File: config.mk
export PLATFORM = sky130hd
export DESIGN_NAME = ecc_err_capture
export DESIGN_NICKNAME = d
export VERILOG_FILES = /design/src/rtl/ecc_cap_pkg.sv /design/src/rtl/ecc_cap_ctl.sv /design/src/rtl/ecc_cap_log.sv /design/src/rtl/ecc_cap_route.sv /design/src/rtl/ecc_err_capture.sv
export SDC_FILE = /design/constraint.sdc
export NUM_CORES = 1
export LEC_CHECK = 0
export ABC_CLOCK_PERIOD_IN_PS = 2000
export BUFFER_PORTS_ARGS = -buffer_cell sky130_fd_sc_hd__buf_2
export CAP_MARGIN = 0
export CORE_ASPECT_RATIO = 1.5
export CORE_MARGIN = 2
export CORE_UTILIZATION = 24
export CTS_CLUSTER_DIAMETER = 50
export DETAILED_ROUTE_END_ITERATION = 16
export PLACE_DENSITY = 0.42
export SYNTH_ARGS = -nofsm -noshare
export SYNTH_HDL_FRONTEND = slang
export SYNTH_SLANG_ARGS = --single-unit
File: constraint.sdc
create_clock -name clk -period 2 [get_ports clk]
set_input_delay 0.1 -clock clk [delete_from_list [all_inputs] [get_ports clk]]
set_output_delay 0.1 -clock clk [all_outputs]
set_load 0.03 [all_outputs]
File: src/rtl/ecc_cap_pkg.sv
package ecc_cap_pkg;
    localparam int NTYPE = 3;
    localparam int NSIG  = 4;
    localparam int RW    = 32;
    localparam int RTW   = NTYPE * NSIG;

    localparam int IDX_CE  = 0;
    localparam int IDX_UE  = 1;
    localparam int IDX_SCB = 2;

    localparam logic [3:0] OFS_FIRST   = 4'd0;
    localparam logic [3:0] OFS_NEXT    = 4'd1;
    localparam logic [3:0] OFS_MASK    = 4'd2;
    localparam logic [3:0] OFS_ROUTE   = 4'd3;
    localparam logic [3:0] OFS_CEF_ADR = 4'd4;
    localparam logic [3:0] OFS_CEF_SYN = 4'd5;
    localparam logic [3:0] OFS_CEN_ADR = 4'd6;
    localparam logic [3:0] OFS_CEN_SYN = 4'd7;
    localparam logic [3:0] OFS_UE_ADR  = 4'd8;
    localparam logic [3:0] OFS_SCB_ADR = 4'd9;

    typedef struct packed {
        logic [NTYPE-1:0] first;
        logic [NTYPE-1:0] next;
        logic [NTYPE-1:0] mask;
        logic [RTW-1:0]   route;
    } ctl_t;
endpackage

File: src/rtl/ecc_cap_ctl.sv
module ecc_cap_ctl
    import ecc_cap_pkg::*;
(
    input  logic             clk,
    input  logic             rst_n,
    input  logic [NTYPE-1:0] hit,
    input  logic             wr_en,
    input  logic [3:0]       wr_addr,
    input  logic [RTW-1:0]   wr_data,
    output logic [NTYPE-1:0] rec,
    output logic [NTYPE-1:0] first_q,
    output logic [NTYPE-1:0] next_q,
    output logic [NTYPE-1:0] mask_q,
    output logic [RTW-1:0]   route_q
);
    ctl_t ctl_d, ctl_q;

    assign rec     = hit & ~ctl_q.mask;
    assign first_q = ctl_q.first;
    assign next_q  = ctl_q.next;
    assign mask_q  = ctl_q.mask;
    assign route_q = ctl_q.route;

    always_comb begin
        ctl_d = ctl_q;
        if (wr_en) begin
            case (wr_addr)
                OFS_FIRST: ctl_d.first = ctl_q.first & ~wr_data[NTYPE-1:0];
                OFS_NEXT:  ctl_d.next  = ctl_q.next  & ~wr_data[NTYPE-1:0];
                OFS_MASK:  ctl_d.mask  = wr_data[NTYPE-1:0];
                OFS_ROUTE: ctl_d.route = wr_data;
                default: ;
            endcase
        end
        if (|rec) begin
            if (ctl_q.first == '0) ctl_d.first = ctl_d.first | rec;
            else                   ctl_d.next  = ctl_d.next  | rec;
        end
    end

    always_ff @(posedge clk) begin
        if (!rst_n) ctl_q <= '0;
        else        ctl_q <= ctl_d;
    end

    assert_first_single_R3: assert property (@(posedge clk) disable iff (!rst_n)
        $onehot0(ctl_q.first));

    assert_first_capture_R3: assert property (@(posedge clk) disable iff (!rst_n)
        ((|rec) && ctl_q.first == '0) |=> ctl_q.first == $past(rec));

    assert_later_to_next_R8: assert property (@(posedge clk) disable iff (!rst_n)
        ((|rec) && ctl_q.first != '0) |=> (ctl_q.next & $past(rec)) == $past(rec));

    assert_quiet_hold_R7: assert property (@(posedge clk) disable iff (!rst_n)
        (!(|rec) && !wr_en) |=> ($stable(ctl_q.first) && $stable(ctl_q.next)));
endmodule

File: src/rtl/ecc_cap_log.sv
module ecc_cap_log #(
    parameter int W = 8
) (
    input  logic         clk,
    input  logic         rst_n,
    input  logic         load,
    input  logic [W-1:0] din,
    output logic [W-1:0] dout
);
    logic [W-1:0] data_d, data_q;

    always_comb begin
        data_d = data_q;
        if (load) data_d = din;
    end

    always_ff @(posedge clk) begin
        if (!rst_n) data_q <= '0;
        else        data_q <= data_d;
    end

    assign dout = data_q;

    assert_log_hold_R4: assert property (@(posedge clk) disable iff (!rst_n)
        !load |=> $stable(data_q));
endmodule

File: src/rtl/ecc_cap_route.sv
module ecc_cap_route
    import ecc_cap_pkg::*;
(
    input  logic [NTYPE-1:0] status,
    input  logic [NTYPE-1:0] mask,
    input  logic [RTW-1:0]   route,
    output logic [NSIG-1:0]  sig
);
    logic [NTYPE-1:0] live;
    assign live = status & ~mask;

    for (genvar o = 0; o < NSIG; o++) begin : g_sig
        assign sig[o] = |(live & route[o*NTYPE +: NTYPE]);
    end
endmodule

File: src/rtl/ecc_err_capture.sv
module ecc_err_capture
    import ecc_cap_pkg::*;
#(
    parameter int AW = 32,
    parameter int SW = 8
) (
    input  logic          clk,
    input  logic          rst_n,
    input  logic          ev_valid,
    input  logic          ev_uncorr,
    input  logic          ev_scrub,
    input  logic [AW-1:0] ev_addr,
    input  logic [SW-1:0] ev_syn,
    input  logic          reg_wr,
    input  logic [3:0]    reg_addr,
    input  logic [RW-1:0] reg_wdata,
    output logic [RW-1:0] reg_rdata,
    output logic          sig_serr,
    output logic          sig_smi,
    output logic          sig_sci,
    output logic          sig_mce
);
    localparam int CW = AW + SW;

    logic [NTYPE-1:0] hit, rec, first_q, next_q, mask_q;
    logic [RTW-1:0]   route_q;
    logic [NSIG-1:0]  sig;
    logic [CW-1:0]    cef_q, cen_q;
    logic [AW-1:0]    ue_q, scb_q;
    logic             ld_cef, ld_cen, ld_ue, ld_scb;
    logic             unused_wdata;

    assign unused_wdata = ^reg_wdata[RW-1:RTW];

    always_comb begin
        hit = '0;
        if (ev_valid) begin
            if (!ev_uncorr)   hit[IDX_CE]  = 1'b1;
            else if (ev_scrub) hit[IDX_SCB] = 1'b1;
            else              hit[IDX_UE]  = 1'b1;
        end
    end

    ecc_cap_ctl u_ctl (
        .clk     (clk),
        .rst_n   (rst_n),
        .hit     (hit),
        .wr_en   (reg_wr),
        .wr_addr (reg_addr),
        .wr_data (reg_wdata[RTW-1:0]),
        .rec     (rec),
        .first_q (first_q),
        .next_q  (next_q),
        .mask_q  (mask_q),
        .route_q (route_q)
    );

    assign ld_cef = rec[IDX_CE]  & ~first_q[IDX_CE];
    assign ld_cen = rec[IDX_CE]  & ~next_q[IDX_CE];
    assign ld_ue  = rec[IDX_UE]  & ~(first_q[IDX_UE]  | next_q[IDX_UE]);
    assign ld_scb = rec[IDX_SCB] & ~(first_q[IDX_SCB] | next_q[IDX_SCB]);

    ecc_cap_log #(.W(CW)) u_log_cef (
        .clk (clk), .rst_n (rst_n), .load (ld_cef),
        .din ({ev_addr, ev_syn}), .dout (cef_q)
    );
    ecc_cap_log #(.W(CW)) u_log_cen (
        .clk (clk), .rst_n (rst_n), .load (ld_cen),
        .din ({ev_addr, ev_syn}), .dout (cen_q)
    );
    ecc_cap_log #(.W(AW)) u_log_ue (
        .clk (clk), .rst_n (rst_n), .load (ld_ue),
        .din (ev_addr), .dout (ue_q)
    );
    ecc_cap_log #(.W(AW)) u_log_scb (
        .clk (clk), .rst_n (rst_n), .load (ld_scb),
        .din (ev_addr), .dout (scb_q)
    );

    ecc_cap_route u_route (
        .status (first_q | next_q),
        .mask   (mask_q),
        .route  (route_q),
        .sig    (sig)
    );

    assign sig_serr = sig[0];
    assign sig_smi  = sig[1];
    assign sig_sci  = sig[2];
    assign sig_mce  = sig[3];

    always_comb begin
        case (reg_addr)
            OFS_FIRST:   reg_rdata = RW'(first_q);
            OFS_NEXT:    reg_rdata = RW'(next_q);
            OFS_MASK:    reg_rdata = RW'(mask_q);
            OFS_ROUTE:   reg_rdata = RW'(route_q);
            OFS_CEF_ADR: reg_rdata = RW'(cef_q[CW-1:SW]);
            OFS_CEF_SYN: reg_rdata = RW'(cef_q[SW-1:0]);
            OFS_CEN_ADR: reg_rdata = RW'(cen_q[CW-1:SW]);
            OFS_CEN_SYN: reg_rdata = RW'(cen_q[SW-1:0]);
            OFS_UE_ADR:  reg_rdata = RW'(ue_q);
            OFS_SCB_ADR: reg_rdata = RW'(scb_q);
            default:     reg_rdata = '0;
        endcase
    end

    assert_cef_locked_R4: assert property (@(posedge clk) disable iff (!rst_n)
        first_q[IDX_CE] |=> $stable(cef_q));

    assert_cen_locked_R5: assert property (@(posedge clk) disable iff (!rst_n)
        next_q[IDX_CE] |=> $stable(cen_q));

    assert_ue_locked_R6: assert property (@(posedge clk) disable iff (!rst_n)
        (first_q[IDX_UE] | next_q[IDX_UE]) |=> $stable(ue_q));

    assert_route_level_R10: assert property (@(posedge clk) disable iff (!rst_n)
        (|sig) |-> (((first_q | next_q) & ~mask_q) != '0));
endmodule

==> reports/results.tsv, run 1 <==
metric	value	unit
finalMaxSlewViolations	0	
crit_fanout	2	
synthDistinctLibCells	58	
setup.worst_path.class	flop to output port	
rr_worst_depth	4	
ys.flop_type	dfxtp_1	
start_util	24.2	%
cts_htree_levels	4	
fillCellCount	3529	
clkTransAtPathRegs	70	ps
ys_ff_latch	165	
power.internal	5.83	mW
sw_frac_of_total	27.3	%
clkPwrFrac	42.8	%
power.switching	2.19	mW
cts_tree	done	
grt.total_usage	16.6	%
grt_start_max_net_pins	71	
wl	29200	µm
die_x	153	µm
setup_tns	0	ps
floorplan.rows	82	
timing_hold_violations_final	0	
cp.arrival	1800	ps
drt_drc_violations_left	0	
worstMarginPinSlew	478	ps
synth_area	8020	µm²
combPwrFrac	13.5	%
ff_latch_area	3300	µm²
antenna_cells	0	
required	1900	ps
synth_edf_count	0	
cts-buffers-inserted	17	
cap_violations	0	
syn_inst	946	
gp_congestion	0.808	
fmax	527	MHz
reg2reg_slack	470	ps
leakagePower	3.75	nW
relSlewSlack	68.1	%
crit_slowest_cell	a2111o_1	
period_needed	1900	ps
finalPower	8.02	mW
fin_crit_sh	94.9	%
grt_pass1_wl	44900	µm
crit_path_start_kind	flop	
dp.cells	1416	
r2r_start	u_ctl.mask_q[2]	
rsz0062_at_grt	no	
syn_nets	1028	
dp_hpwl	19700	µm
p_seq_share	43.7	%
cts_sinks	165	
path_cells	and2_1, a2bb2o_1, a2111o_1, buf_2	
coreArea	33100	µm²
yosysSeqAreaShare	41.2	%
cts_setup_buffers	0	
setup_viol	0	
power_density	782	nW/µm²
stdcell_count	1499	
crit_path_end	reg_rdata[5]	
place_area	9120	µm²
cp.depth	4	
fin_skew	9.08	ps
avgSynthCellArea	8.48	µm²
root_buffer	clkbuf_16	
max-vdd-ir-drop	0.000390	V
ant_nets	0	
path_delay_family	compound AO/OA/AOI/OAI gates	
cts_buffer_depth	2	
die_y	228	µm
max_stage_delay	410	ps
overflow	0	
routed_via_density	4.93	
route.vias.total	7389	
boundaryPins	118	
crit_path_start	u_log_cen.dout[5]	
drt_first_pass_iters	5	
antenna_found_initial	0	
final_util	30.9	%
fp.dieArea	34900	µm²
portBuffers	97	
first_global_vias	7529	
wl_per_cell	19.5	µm
drtIter0Drc	428	
clock_latency	440	ps
multi_input_area	4310	µm²
yosys_warnings	0	
syn_to_final_growth	27.8	%
fin_area	10300	µm²
drive_above_1_share	18.0	%
min_path_type	input pin to flop	
finalNetCount	1149	
crit_buf_inv	1	
outcome	finished, final reports clean	
regToRegEndpoint	u_log_scb.dout[19]	
worst_setup_path_end_kind	output port	
async_reset_ff_share	0	%
## sequential cells by signal (all words and copies together) (netlist names)
register,count
u_ctl.first_q,3
u_ctl.mask_q,3
u_ctl.next_q,3
u_ctl.route_q,12
u_log_cef.dout,40
u_log_cen.dout,40
u_log_scb.dout,32
u_log_ue.dout,32
## cells by family (layout without fill, tap and decap cells)
logic type             Yosys count  count (layout)  share of synthesized area [%]
flip-flops                     165             165                           41.2
AO/OA/AOI/OAI                  327             327                           28.1
AND/OR/NAND/NOR                326             326                           20.5
multiplexers                    34              34                           4.46
buffers and inverters           94             227                           5.72
## worst reg2reg max path, cell delays in order (launching register included)
cell	delay, ps
dfxtp_1	370
and4b_1	540
buf_4	280
nand3_1	100
a21boi_0	160
## cells in the mapped netlist (2+ instances only)
cell         n  share of area [%]
a21boi_0    60                5.6
nand2b_1     3               0.23
nor3b_1      2               0.19
nand4bb_1    3               0.42
buf_4       15                1.4
and2_1       7               0.55
a32o_1       6               0.75
nor4_1       2               0.16
or2_2        2               0.16
a21boi_1   102                9.5
dfxtp_1    165                 41
or4b_1       2               0.25
nand3_1     85                5.3
a2111o_1     2               0.28
nand4b_1     6               0.65
a22o_1       4               0.44
buf_2       33                2.1
a22oi_1     22                2.1
a211o_1      2               0.22
o22ai_1      2               0.16
nor2b_1      8               0.62
o21ai_1      7               0.44
and3b_1      4               0.44
nor2_1       8               0.37
nand3b_1    14                1.3
nor4b_2      4               0.75
o221ai_1     2               0.22
clkbuf_1    42                2.0
nand2_1    163                7.6
or4bb_1      3               0.42
a32oi_1      4               0.44
a221o_1      9                1.1
a21oi_1      6               0.37
o21ai_0     92                5.7
mux2i_1     29                3.6
mux2_2       4               0.56
## layer usage
layer	share of wire (%)	routed length, µm	track usage (%)
met3	2.9	842	2.11
met5	0	0	0
met4	1.9	563	5.27
met2	53	15500	30.3
met1	42	12300	20.2
## per-stage QoR
step	hold WS [ps]	worst slack (ps)
global route	91.7	37.1
finish	96.0	103
CTS	75.4	41.2
global placement	356	181
floorplan	235	356
detailed placement	362	193
## layout by cell type, fill, tap and decap left out, types with 29 or more instances in the layout
master	synthesis	routed
mux2i_1	29	29
buf_2	33	96
nand2_1	163	163
buf_4	15	35
nand3_1	85	85
o21ai_0	92	92
dlygate4sd3_1	0	52
a21boi_0	60	60
dfxtp_1	165	164
a21boi_1	102	102
## worst min-delay path by stage
stage	end	start	slack (ps)	depth (start not counted)
floorplan	u_log_cef.dout[10]	ev_addr[2]	230	2
global placement	u_log_cen.dout[1]	ev_syn[1]	360	3
detailed placement	u_log_cen.dout[1]	ev_syn[1]	360	3
global route	u_log_cen.dout[31]	rst_n	90	2
CTS	u_log_scb.dout[22]	rst_n	80	2
finish	u_log_scb.dout[21]	rst_n	100	2
## power groups by stage
stage / clock [mW] / sequential (mW) / combinational [mW]
finish: 3.44 / 3.51 / 1.08
global route: 3.68 / 3.52 / 1.18
floorplan: 0 / 3.55 / 0.591
CTS: 3.54 / 3.51 / 1.10
detailed placement: 0 / 3.58 / 1.01
global placement: 0 / 3.58 / 1.01
## what timing repair did
action | in CTS | in global routing
hold buffers | 52 | 0
resized for setup | 1 | 1
endpoints found under the setup margin | 5 | 1
cloned | 0 | 0
endpoints found under the hold margin | 159 | 0
## final cells by class
class,count,share of cell area (%)
multi-input combinational,687,42.1
sequential,165,32.2
timing repair buffer,195,14.7
tap,420,5.13
clock buffer,17,4.15
clock inverter,14,1.73
inverter,1,0.0366
Note: power is estimated with default switching activity, not from simulation.
==> inputs of run 2 (changes only) <==
--- a/config.mk
+++ b/config.mk
@@ -14,6 +14,7 @@
 export CTS_CLUSTER_DIAMETER = 50
 export DETAILED_ROUTE_END_ITERATION = 16
 export PLACE_DENSITY = 0.42
+export RECOVER_POWER = 100
 export SYNTH_ARGS = -nofsm -noshare
 export SYNTH_HDL_FRONTEND = slang
 export SYNTH_SLANG_ARGS = --single-unit
==> reports/results.tsv, run 2 (synthesized netlist as in run 1, its figures left out) <==
metric	value	unit
grt_start_max_net_pins	71	
leakagePower	3.60	nW
setup_ws	69.7	ps
coreArea	33100	µm²
start_util	24.2	%
dp_hpwl	19700	µm
drive_above_1_share	16.2	%
ant_nets	0	
sw_frac_of_total	27.3	%
cts_htree_levels	4	
fp.dieArea	34900	µm²
min_path_type	input pin to flop	
p_seq_share	43.9	%
wl_per_cell	19.4	µm
grt_pass1_wl	44900	µm
relSlewSlack	37.9	%
stdcell_count	1499	
fin_area	10200	µm²
outcome	finished, final reports clean	
fmax	518	MHz
most-common-layout-cells	164 x dfxtp_1, 163 x nand2_1, 154 x a21boi_0	
fin_crit_sh	96.5	%
overflow	0	
crit_path_start_kind	input pin	
final_util	30.8	%
worstMarginPinSlew	932	ps
floorplan.rows	82	
grt.total_usage	16.6	%
period_needed	1930	ps
drt_drc_violations_left	0	
hold_start	rst_n	
cap_violations	0	
finalMaxSlewViolations	0	
fin_skew	8.04	ps
timing_hold_violations_final	0	
power_density	783	nW/µm²
rsz0062_at_grt	no	
gp_congestion	0.808	
drtIter0Drc	477	
antenna_cells	0	
cts_setup_buffers	0	
crit_fanout	11	
wl	29100	µm
clkTransAtPathRegs	70	ps
cts-buffers-inserted	17	
first_global_vias	7529	
antenna_found_initial	0	
power.switching	2.18	mW
die_y	228	µm
setup_tns	0	ps
power.internal	5.81	mW
required	1900	ps
route.vias.total	7396	
worst_setup_path_end_kind	output port	
die_x	153	µm
cts_tree	done	
max-vdd-ir-drop	0.000392	V
boundaryPins	118	
drt_first_pass_iters	6	
r2r_start	u_ctl.mask_q[0]	
combPwrFrac	13.1	%
mostFrequentLayoutCell	dfxtp_1	
setup.worst_path.class	input pin to output port	
clkPwrFrac	43.0	%
syn_to_final_growth	27.2	%
setup_viol	0	
finalPower	7.99	mW
root_buffer	clkbuf_16	
clock_latency	440	ps
place_area	9120	µm²
finalNetCount	1149	
crit_path_start	reg_addr[3]	
cts_buffer_depth	2	
pre_cts_slack	193	ps
hold_slack	97.9	ps
dp.cells	1416	
portBuffers	97	
cp.arrival	1830	ps
routed_via_density	4.93	
cts_sinks	165	
run 2: cell count changes in the layout (fill, tap and decap cells not counted), sizes merged:
cell | before | now
buf | 143 | 100
clkbuf | 17 | 60
run 2: layout make-up:
type                       count  area, µm²
clock buffer                  17        425
clock inverter                14        178
fill                        3543      22900
inverter                       1       3.75
multi-input combinational    687       4310
sequential                   165       3300
tap                          420        526
timing repair buffer         195       1460
run 2: repair_timing:
action,in CTS,in global routing
hold buffers,52,0
resized for setup,1,1
hold endpoints to repair,159,0
endpoints found under the setup margin,5,1
run 2: path summary, 6_finish.rpt:
path / slack (ps) / endpoint / cells after the start
max: 70 / reg_rdata[5] / 6
min: 100 / u_log_cen.dout[31] / 2
max reg2reg: 200 / u_log_cen.dout[17] / 4
min reg2reg: 450 / u_log_cen.dout[10] / 2
run 2: layer usage:
metal	GRT usage, %	vias to the layer above	share of wire, %
li1	-	3633	-
met2	30.3	157	53
met1	20.2	3580	41
met4	5.27	0	1.9
met5	0	-	0
met3	2.11	26	3.2
run 2: worst max-delay path, cell delays in order:
cell and delay (ps):
clkbuf_1 360, buf_4 260, and3b_1 230, a2bb2o_1 260
a2111o_1 410, clkbuf_2 200
run 2: power groups by stage:
stage               Clock, mW  Sequential (mW)  Combinational [mW]
global placement            0             3.58                1.01
floorplan                   0             3.55               0.591
detailed placement          0             3.58                1.01
finish                   3.43             3.51                1.05
CTS                      3.54             3.51                1.10
global route             3.68             3.52                1.15
